`src/rtl/sbc_pkg.sv`:
```
package sbc_pkg;

   localparam int unsigned SBC_WS_W = 5;

   typedef logic [SBC_WS_W-1:0] sbc_ws_t;

   typedef struct packed {
      sbc_ws_t oen_dly;
      sbc_ws_t rd_end;
      sbc_ws_t wen_dly;
      sbc_ws_t wr_end;
      logic    byte_mode;
   } sbc_cfg_t;

endpackage

```
`src/rtl/sbc_timing.sv`:
```
// Turns the latched wait-state fields into cycle indices counted from the
// first chip-select-low cycle (index 0).
module sbc_timing
   import sbc_pkg::*;
#(
   parameter int unsigned CNT_W = 8
) (
   input  sbc_cfg_t         cfg,
   input  logic             is_wr,
   output logic [CNT_W-1:0] str_on,
   output logic [CNT_W-1:0] str_off,
   output logic [CNT_W-1:0] lane_on,
   output logic [CNT_W-1:0] last_idx
);

   logic [CNT_W-1:0] oen_x, rd_x, wen_x, wr_x;
   logic [CNT_W-1:0] rd_stop, wr_stop;

   always_comb begin
      oen_x   = CNT_W'(cfg.oen_dly);
      rd_x    = CNT_W'(cfg.rd_end);
      wen_x   = CNT_W'(cfg.wen_dly);
      wr_x    = CNT_W'(cfg.wr_end);
      // an end field below its delay collapses the pulse to one cycle
      rd_stop = (rd_x >= oen_x) ? rd_x : oen_x;
      wr_stop = ((wr_x >= wen_x) ? wr_x : wen_x) + CNT_W'(1);
      if (is_wr) begin
         str_on   = wen_x + CNT_W'(1);
         str_off  = wr_stop;
         lane_on  = wen_x;
         last_idx = wr_stop + CNT_W'(1);
      end else begin
         str_on   = oen_x;
         str_off  = rd_stop;
         lane_on  = '0;
         last_idx = rd_stop;
      end
   end

endmodule

```
`src/rtl/sbc_seq.sv`:
```
// Request acceptance, request latching and the cycle counter.
// Produces next-cycle state so the top can register every pin.
module sbc_seq
   import sbc_pkg::*;
#(
   parameter int unsigned ADDR_W = 24,
   parameter int unsigned DATA_W = 32,
   parameter int unsigned LANES  = DATA_W / 8,
   parameter int unsigned CNT_W  = 8
) (
   input  logic              clk,
   input  logic              rst_n,
   input  logic              req_valid,
   input  logic              req_write,
   input  logic [ADDR_W-1:0] req_addr,
   input  logic [DATA_W-1:0] req_wdata,
   input  logic [LANES-1:0]  req_be,
   input  sbc_cfg_t          cfg_in,
   input  logic [CNT_W-1:0]  last_nxt,
   output logic              req_ready,
   output logic              busy_d,
   output logic [CNT_W-1:0]  cnt_d,
   output logic              is_wr_d,
   output sbc_cfg_t          cfg_d,
   output logic [LANES-1:0]  be_d,
   output logic [ADDR_W-1:0] addr_q,
   output logic [DATA_W-1:0] wdata_q,
   output logic              end_rd
);

   logic             busy_q, wr_q, accept, at_end;
   logic [CNT_W-1:0] cnt_q, last_q;
   sbc_cfg_t         cfg_q;
   logic [LANES-1:0] be_q;

   always_comb begin
      req_ready = ~busy_q;
      accept    = req_valid & ~busy_q;
      at_end    = busy_q & (cnt_q == last_q);
      end_rd    = at_end & ~wr_q;
      busy_d    = accept | (busy_q & ~at_end);
      cnt_d     = (busy_d & ~accept) ? cnt_q + CNT_W'(1) : '0;
      cfg_d     = accept ? cfg_in    : cfg_q;
      is_wr_d   = accept ? req_write : wr_q;
      be_d      = accept ? req_be    : be_q;
   end

   always_ff @(posedge clk or negedge rst_n) begin
      if (!rst_n) begin
         busy_q  <= 1'b0;
         cnt_q   <= '0;
         last_q  <= '0;
         wr_q    <= 1'b0;
         cfg_q   <= '0;
         be_q    <= '0;
         addr_q  <= '0;
         wdata_q <= '0;
      end else begin
         busy_q <= busy_d;
         cnt_q  <= cnt_d;
         cfg_q  <= cfg_d;
         wr_q   <= is_wr_d;
         be_q   <= be_d;
         if (accept) begin
            last_q  <= last_nxt;
            addr_q  <= req_addr;
            wdata_q <= req_wdata;
         end
      end
   end

   // a running access never outlasts its own end index
   assert_cnt_bound_R2: assert property (@(posedge clk) disable iff (!rst_n)
      busy_q |-> (cnt_q <= last_q));

endmodule

```
`src/rtl/sbc_strobe.sv`:
```
// Decodes next-cycle strobe levels (active high) from the next-cycle state.
module sbc_strobe #(
   parameter int unsigned LANES = 4,
   parameter int unsigned CNT_W = 8
) (
   input  logic             busy,
   input  logic             is_wr,
   input  logic             byte_mode,
   input  logic [CNT_W-1:0] cnt,
   input  logic [CNT_W-1:0] str_on,
   input  logic [CNT_W-1:0] str_off,
   input  logic [CNT_W-1:0] lane_on,
   input  logic [LANES-1:0] be,
   output logic             cs,
   output logic             oe,
   output logic             we,
   output logic             den,
   output logic [LANES-1:0] lane
);

   logic in_pulse, in_frame;

   always_comb begin
      in_pulse = (cnt >= str_on) && (cnt <= str_off);
      in_frame = cnt >= lane_on;
      cs       = busy;
      oe       = busy & ~is_wr & in_pulse;
      we       = busy &  is_wr & in_pulse;
      den      = busy &  is_wr;
   end

   for (genvar i = 0; i < LANES; i++) begin : g_lane
      always_comb begin
         if (byte_mode)
            lane[i] = busy & (is_wr ? (be[i] & in_frame) : 1'b1);
         else
            lane[i] = we & be[i];
      end
   end

endmodule

```
`src/rtl/sram_bus_ctrl.sv`:
```
module sram_bus_ctrl
   import sbc_pkg::*;
#(
   parameter int unsigned ADDR_W = 24,
   parameter int unsigned DATA_W = 32
) (
   input  logic                  clk,
   input  logic                  rst_n,
   input  logic                  req_valid,
   output logic                  req_ready,
   input  logic                  req_write,
   input  logic [ADDR_W-1:0]     req_addr,
   input  logic [DATA_W-1:0]     req_wdata,
   input  logic [DATA_W/8-1:0]   req_be,
   input  logic [SBC_WS_W-1:0]   cfg_wait_oen,
   input  logic [SBC_WS_W-1:0]   cfg_wait_rd,
   input  logic [SBC_WS_W-1:0]   cfg_wait_wen,
   input  logic [SBC_WS_W-1:0]   cfg_wait_wr,
   input  logic                  cfg_byte_mode,
   output logic                  rsp_valid,
   output logic [DATA_W-1:0]     rsp_rdata,
   output logic                  mem_cs_n,
   output logic                  mem_oe_n,
   output logic                  mem_we_n,
   output logic [DATA_W/8-1:0]   mem_bls_n,
   output logic [ADDR_W-1:0]     mem_addr,
   output logic [DATA_W-1:0]     mem_dout,
   output logic                  mem_dout_en,
   input  logic [DATA_W-1:0]     mem_din
);

   localparam int unsigned LANES = DATA_W / 8;
   localparam int unsigned CNT_W = SBC_WS_W + 3;

   if (DATA_W == 0 || DATA_W % 8 != 0) begin : g_bad_data_w
      $error("sram_bus_ctrl: DATA_W must be a non-zero multiple of 8");
   end
   if (ADDR_W == 0) begin : g_bad_addr_w
      $error("sram_bus_ctrl: ADDR_W must be non-zero");
   end

   sbc_cfg_t         cfg_in, cfg_d;
   logic             busy_d, is_wr_d, end_rd;
   logic [CNT_W-1:0] cnt_d, str_on, str_off, lane_on, last_nxt;
   logic [LANES-1:0] be_d, lane_d;
   logic             cs_d, oe_d, we_d, den_d;

   always_comb begin
      cfg_in.oen_dly   = cfg_wait_oen;
      cfg_in.rd_end    = cfg_wait_rd;
      cfg_in.wen_dly   = cfg_wait_wen;
      cfg_in.wr_end    = cfg_wait_wr;
      cfg_in.byte_mode = cfg_byte_mode;
   end

   sbc_seq #(
      .ADDR_W (ADDR_W),
      .DATA_W (DATA_W),
      .LANES  (LANES),
      .CNT_W  (CNT_W)
   ) u_seq (
      .clk       (clk),
      .rst_n     (rst_n),
      .req_valid (req_valid),
      .req_write (req_write),
      .req_addr  (req_addr),
      .req_wdata (req_wdata),
      .req_be    (req_be),
      .cfg_in    (cfg_in),
      .last_nxt  (last_nxt),
      .req_ready (req_ready),
      .busy_d    (busy_d),
      .cnt_d     (cnt_d),
      .is_wr_d   (is_wr_d),
      .cfg_d     (cfg_d),
      .be_d      (be_d),
      .addr_q    (mem_addr),
      .wdata_q   (mem_dout),
      .end_rd    (end_rd)
   );

   sbc_timing #(.CNT_W(CNT_W)) u_timing (
      .cfg      (cfg_d),
      .is_wr    (is_wr_d),
      .str_on   (str_on),
      .str_off  (str_off),
      .lane_on  (lane_on),
      .last_idx (last_nxt)
   );

   sbc_strobe #(.LANES(LANES), .CNT_W(CNT_W)) u_strobe (
      .busy      (busy_d),
      .is_wr     (is_wr_d),
      .byte_mode (cfg_d.byte_mode),
      .cnt       (cnt_d),
      .str_on    (str_on),
      .str_off   (str_off),
      .lane_on   (lane_on),
      .be        (be_d),
      .cs        (cs_d),
      .oe        (oe_d),
      .we        (we_d),
      .den       (den_d),
      .lane      (lane_d)
   );

   always_ff @(posedge clk or negedge rst_n) begin
      if (!rst_n) begin
         mem_cs_n    <= 1'b1;
         mem_oe_n    <= 1'b1;
         mem_we_n    <= 1'b1;
         mem_bls_n   <= '1;
         mem_dout_en <= 1'b0;
         rsp_valid   <= 1'b0;
         rsp_rdata   <= '0;
      end else begin
         mem_cs_n    <= ~cs_d;
         mem_oe_n    <= ~oe_d;
         mem_we_n    <= ~we_d;
         mem_bls_n   <= ~lane_d;
         mem_dout_en <= den_d;
         rsp_valid   <= end_rd;
         if (end_rd) rsp_rdata <= mem_din;
      end
   end

   // the decoded pulse window is never empty, whatever the fields hold
   assert_pulse_order_R5: assert property (@(posedge clk) disable iff (!rst_n)
      busy_d |-> (str_off >= str_on));

   // no acceptance while chip select is active
   assert_ready_idle_R2: assert property (@(posedge clk) disable iff (!rst_n)
      !mem_cs_n |-> !req_ready);

   // an accepted request shows chip select in the next cycle
   assert_accept_cs_R2: assert property (@(posedge clk) disable iff (!rst_n)
      (req_valid && req_ready) |=> !mem_cs_n);

   // the two strobes never overlap
   assert_oe_we_excl_R3: assert property (@(posedge clk) disable iff (!rst_n)
      !mem_oe_n |-> mem_we_n);

   // write enable only falls after chip select has been low a cycle
   assert_we_after_cs_R4: assert property (@(posedge clk) disable iff (!rst_n)
      $fell(mem_we_n) |-> $past(!mem_cs_n));

   // chip select rises one cycle after write enable rises
   assert_cs_after_we_R4: assert property (@(posedge clk) disable iff (!rst_n)
      $rose(mem_we_n) |-> (!mem_cs_n ##1 mem_cs_n));

   // data bus only driven inside an access
   assert_den_in_cs_R9: assert property (@(posedge clk) disable iff (!rst_n)
      mem_dout_en |-> !mem_cs_n);

   // address held while chip select stays low
   assert_addr_stable_R9: assert property (@(posedge clk) disable iff (!rst_n)
      (!mem_cs_n && $past(!mem_cs_n)) |-> $stable(mem_addr));

   // response strobe is a single-cycle pulse outside chip select
   assert_rsp_pulse_R10: assert property (@(posedge clk) disable iff (!rst_n)
      rsp_valid |-> (mem_cs_n && $past(!mem_cs_n)) ##1 !rsp_valid);

endmodule

```
`config.mk`:
```
export PLATFORM = sky130hd
export DESIGN_NAME = sram_bus_ctrl
export DESIGN_NICKNAME = d
export VERILOG_FILES = /design/src/rtl/sbc_pkg.sv /design/src/rtl/sbc_timing.sv /design/src/rtl/sbc_seq.sv /design/src/rtl/sbc_strobe.sv /design/src/rtl/sram_bus_ctrl.sv
export SDC_FILE = /design/constraint.sdc
export NUM_CORES = 1
export LEC_CHECK = 0
export ABC_AREA = 1
export CAP_MARGIN = 40
export CORE_ASPECT_RATIO = 0.5
export CORE_MARGIN = 8
export CORE_UTILIZATION = 50
export DETAILED_ROUTE_END_ITERATION = 10
export DONT_BUFFER_PORTS = 1
export PLACE_DENSITY = 0.76
export SYNTH_ARGS = -nofsm -noshare
export SYNTH_HDL_FRONTEND = slang
export SYNTH_SLANG_ARGS = --single-unit
```
`constraint.sdc`:
```
create_clock -name clk -period 4.6 [get_ports clk]
set_input_delay 0 -clock clk [delete_from_list [all_inputs] [get_ports clk]]
set_output_delay 0 -clock clk [all_outputs]
set_load 0.005 [all_outputs]
```
---- After elaboration in Yosys (flattened, before gate mapping) ----
Index checks and enable logic that the tools add are counted.
word-level totals
  register bits ........................... 140
  bits of input ports ..................... 117
cells by class
  $add $sub $neg .......................... 4
  magnitude comparators ................... 5
  eq/ne operators ......................... 1
  mux-type cells .......................... 18
  bitwise logic cells ..................... 31
  reductions and logical operators ........ 1
operators with widths
  operator                                     number
  2-to-1 mux 8 bit                             4
  adder 8 x 1 -> 8 bit, second input constant  3
  AND 1 bit                                    21
  2-to-1 mux 21 bit                            1
  2-to-1 mux 5 bit                             3
  greater-or-equal comparator 5 bit            2
  2-to-1 mux 1 bit                             9
  equality test 8 bit                          1
  greater-or-equal comparator 8 x 5 -> 1 bit   1
  greater-or-equal comparator 8 bit            1
  <= comparator 8 bit                          1
  inverter 1 bit                               8
  adder 5 x 1 -> 6 bit, second input constant  1
  2-to-1 mux 4 bit                             1
  inverter 4 bit                               1
  logical AND 1 bit                            1
  OR 1 bit                                     1

---- Longest topological paths before layout ----
  depth in word-level cells ............... 13
  depth in mapped cells ................... 33
  mapped depth without buffers ............ 33

---- Modules after synthesis ----
A second synthesis with hierarchy kept.
second synthesis, totals
  cell total of the unflattened synthesis .. 726
  area total of the unflattened synthesis .. 7385.8 um2
by module, submodules not included
  module         times used  cells each  area each (um2)  sequential area each (um2)
  sbc_seq        1           265         4036.4           2477.4
  sram_bus_ctrl  1           152         1552.7           1034.7
  sbc_timing     1           167         962.2            0.0
  sbc_strobe     1           142         834.6            0.0

---- Worst setup path before layout ----
No wires, ideal clock.
  path type ............................... reg-to-reg
  from .................................... reg u_seq.busy_q
  to ...................................... reg mem_bls_n[0]
  library setup time ...................... 0.077 ns
  arrival ................................. 4.145 ns
  data required time ...................... 4.523 ns
  path slack .............................. 0.378 ns
  stages on the path, launching flop included .. 31
  buffers on the path ..................... 1
  period minus slack after synthesis ...... 4.222 ns
  cell sequence ........................... dfrtp_1 > inv_2 > nand2_4 > buf_4 > o21ai_0 > inv_1 > ha_1 > a21oi_1 > nand3_2 > nand3_4 > nand3_1 > nand2_1 > ha_1 > nand3_1 > nand2_1 > nand2_1 > o21ai_0 > inv_1 > ha_1 > nand2_1 > inv_1 > a221oi_1 > nor2_1 > nor2_1 > nand2_1 > nand2_1 > nand2_1 > a21oi_1 > nand3_1 > nand2_1 > nand2_1
RTL lines
  element                   RTL line              RTL
  start: declaration        sbc_seq.sv:31         logic busy_q, wr_q, accept, at_end;
  start signal: assignment  sbc_seq.sv:59         busy_q <= busy_d;
  end signal: assignment    sram_bus_ctrl.sv:120  mem_bls_n <= ~lane_d;
  end: declaration          sram_bus_ctrl.sv:25   output logic [DATA_W/8-1:0] mem_bls_n,

==> out/metrics.cfg <==
[final_layout]
final_core_utilization_pct=66.0
syn_to_final_growth_pct=31.1
fillCellCount=1033
drive_gt1_share_pct=10.4
finalNonFillerCells=1138
nets=1095

[setup_path]
cp.required_ps=4930
crit_top_cell=nand2_1
rrSetupSlack_ps=360
max_stage_delay_ps=440
critical_path.max_fanout=19
worstPathArrival_ps=4570
start_kind=flip-flop
r2r_end=mem_bls_n[3]$_DFF_PN1_
rr_worst_depth=31
critPathSlowestCell=dfrtp_2
end_kind=flip-flop
crit_path_start=u_seq.busy_q$_DFF_PN0_
critPathKind=flip-flop to flip-flop
crit_path_end=mem_bls_n[3]$_DFF_PN1_
r2r-start=u_seq.busy_q$_DFF_PN0_

[yosys]
syn_inst=821
synth_area_um2=6690
yosysSeqAreaShare_pct=52.2
synth_warnings=0
ys_types=37
synth_nets=968
ys_ff_latch=139
avgSynthCellArea_um2=8.14

[placed_design]
portBuffers=0
place.gp.congestion=0.951
dp.cells=982
dp_hpwl_mm=14.0

[timing]
worst_hold_slack_ps=30.8
post-route-period-util_pct=92.2
worstMarginPinSlew_ps=916
finalHoldViolations=0
fmax_ghz=0.236
skew_ps=12.0
slew_violations=0
relSlewSlack_pct=38.4
fin_crit_ps=4240
setup_violations=0

[clock_tree]
root_buffer=clkbuf_16
clk_latency_ps=410
clk_path_buf_depth=2
htree_num_levels=4
cts.sinks=139
tritoncts=done
path_clk_slew_ps=60
numCtsBuffers=17

[die]
initial_utilization_pct=50.3
core_um2=13300
std_cell_rows=30
ios=215
die_x_um=180
die_y_um=97.8
dieArea_um2=17600

[power_and_ir_drop]
worst_ir_drop_vdd_uv=393
power_density_nw_per_um2=803
p_leak_nw=4.44
p_total_mw=7.04

[global_route]
grt_usage_pct=23.8
grt_antenna_before_repair=2
grt_pass1_wl_mm=33.5
grt_pass1_vias=6049
grt-ovfl-total=0
grt_max_degree=140

[hold_path]
hold_class=primary input to flip-flop

[route]
vias=6027
drc=0
via_per_inst=5.30
first_pass_iters=5
ant_nets=0
routed_wl_mm=21.2
drt_iter0_drc=531
drt-wirelength-per-cell_um=18.6

[run_status]
outcome=finished, final reports clean

[flow_run]
drv_cap=0

-- worst min-delay path by stage --
stage | endpoint | slack [ps] | from | cells after the start
global route | u_seq.last_q[2]$_DFFE_PN0N_ | 50 | req_valid | 5
global placement | rsp_rdata[18]$_DFFE_PN0P_ | -290 | rst_n | 0
finish | u_seq.wdata_q[28]$_DFFE_PN0N_ | 30 | req_valid | 5
floorplan | mem_dout_en$_DFF_PN0_ | -300 | rst_n | 0
detailed placement | rsp_rdata[18]$_DFFE_PN0P_ | -290 | rst_n | 0
CTS | u_seq.cfg_q[19]$_DFF_PN0_ | 30 | cfg_wait_oen[3] | 2
-- area by class of cell --
type	count	area, µm²	share of cell area, %
clock buffers	19	433	4.94
flip-flops and latches	139	3490	39.8
diodes	1	2.50	0.0285
multi-input cells	589	2880	32.8
inverters	66	248	2.83
repair buffers	135	1370	15.6
clock inverters	13	134	1.53
well taps	176	220	2.51
-- what timing repair did --
action,4_1_cts,5_1_grt
gates resized for setup,0,17
setup buffers,0,2
endpoints found under the setup margin,0,6
hold buffers,119,1
hold endpoints to repair,257,1
-- per-layer routing --
layer	share of wire [%]	GRT usage, %	up-vias
met5	0.061	0	-
met4	1.9	7.77	2
met3	14	11.7	34
met2	41	33.3	361
met1	43	31.6	2807
li1	-	-	2823
-- worst max-delay path, delay by kind of cell (launching register included) --
family / cells / cell delay (ps)
adders and majority gates: 3 / 800
buffers and inverters: 5 / 370
DFF: 1 / 440
and+or+nand+nor: 18 / 1620
AOI/OAI and AO/OA: 5 / 940
-- state kept, by name (all words and copies together) (netlist names), 4 cells and up --
register       cells
u_seq.last_q       7
u_seq.be_q         4
u_seq.wdata_q     32
u_seq.cfg_q       21
mem_bls_n          4
rsp_rdata         32
u_seq.cnt_q        8
u_seq.addr_q      24
-- power breakdown --
group / internal (mW) / switching [mW] / total, mW
logic: 1.24 / 2.23 / 3.47
registers: 1.81 / 0.453 / 2.26
clock network: 0.759 / 0.552 / 1.31
-- cells in the final DEF (no fill, tap or decap), drive strengths merged, types with 4 or more instances in the layout --
cell / netlist / layout
nand2: 399 / 399
dfstp: 7 / 7
or2: 9 / 9
dfrtp: 132 / 132
a21oi: 11 / 11
nand3: 43 / 43
inv: 65 / 71
o211ai: 5 / 5
nand4: 5 / 5
o21ai: 26 / 26
buf: 13 / 15
o21a: 5 / 5
clkbuf: 14 / 20
nor2: 34 / 34
clkinv: 1 / 4
dlygate4sd3: 0 / 119
xnor2: 4 / 4
ha: 30 / 30
-- synth_stat cells (all sizes together) --
| cell type | number | share of area, % |
|---|---|---|
| ha | 30 | 5.6 |
| o22ai | 2 | 0.19 |
| xnor2 | 4 | 0.52 |
| clkbuf | 14 | 0.79 |
| buf | 13 | 0.95 |
| a22oi | 1 | 0.11 |
| nand3 | 43 | 3.8 |
| a221oi | 1 | 0.13 |
| nand2 | 399 | 23 |
| o21a | 5 | 0.56 |
| nand4 | 5 | 0.47 |
| dfstp | 7 | 2.8 |
| o21ai | 26 | 2.1 |
| or2 | 9 | 0.84 |
| and3 | 1 | 0.094 |
| xor2 | 3 | 0.39 |
| a21oi | 11 | 0.82 |
| nor3 | 1 | 0.075 |
| a31oi | 3 | 0.28 |
| inv | 65 | 3.6 |
| nor2 | 34 | 2.0 |
| a21boi | 3 | 0.34 |
| clkinv | 1 | 0.056 |
| dfrtp | 132 | 49 |
| o211ai | 5 | 0.56 |
| nor4 | 1 | 0.094 |
| o21bai | 2 | 0.22 |
-- through the flow --
stage	area [µm²]	TNS, ps	setup WS (ps)
floorplan	6690	0	378
global placement	6890	0	289
detailed placement	6890	0	41.7
CTS	8670	0	35.0
global route	8770	-18.0	-18.0
finish	8770	0	360
-- logic make-up (layout without fill, tap and decap cells) --
group | Yosys count | after routing | share of synthesized area (%)
xor+xnor | 7 | 7 | 0.917
fa+ha+maj | 30 | 30 | 5.61
compound gates | 59 | 59 | 5.33
buf+inv | 93 | 233 | 5.45
flops | 139 | 139 | 52.2
other cells | 0 | 1 | 0
simple gates | 493 | 493 | 30.5
Note: power is estimated with default switching activity, not from simulation.
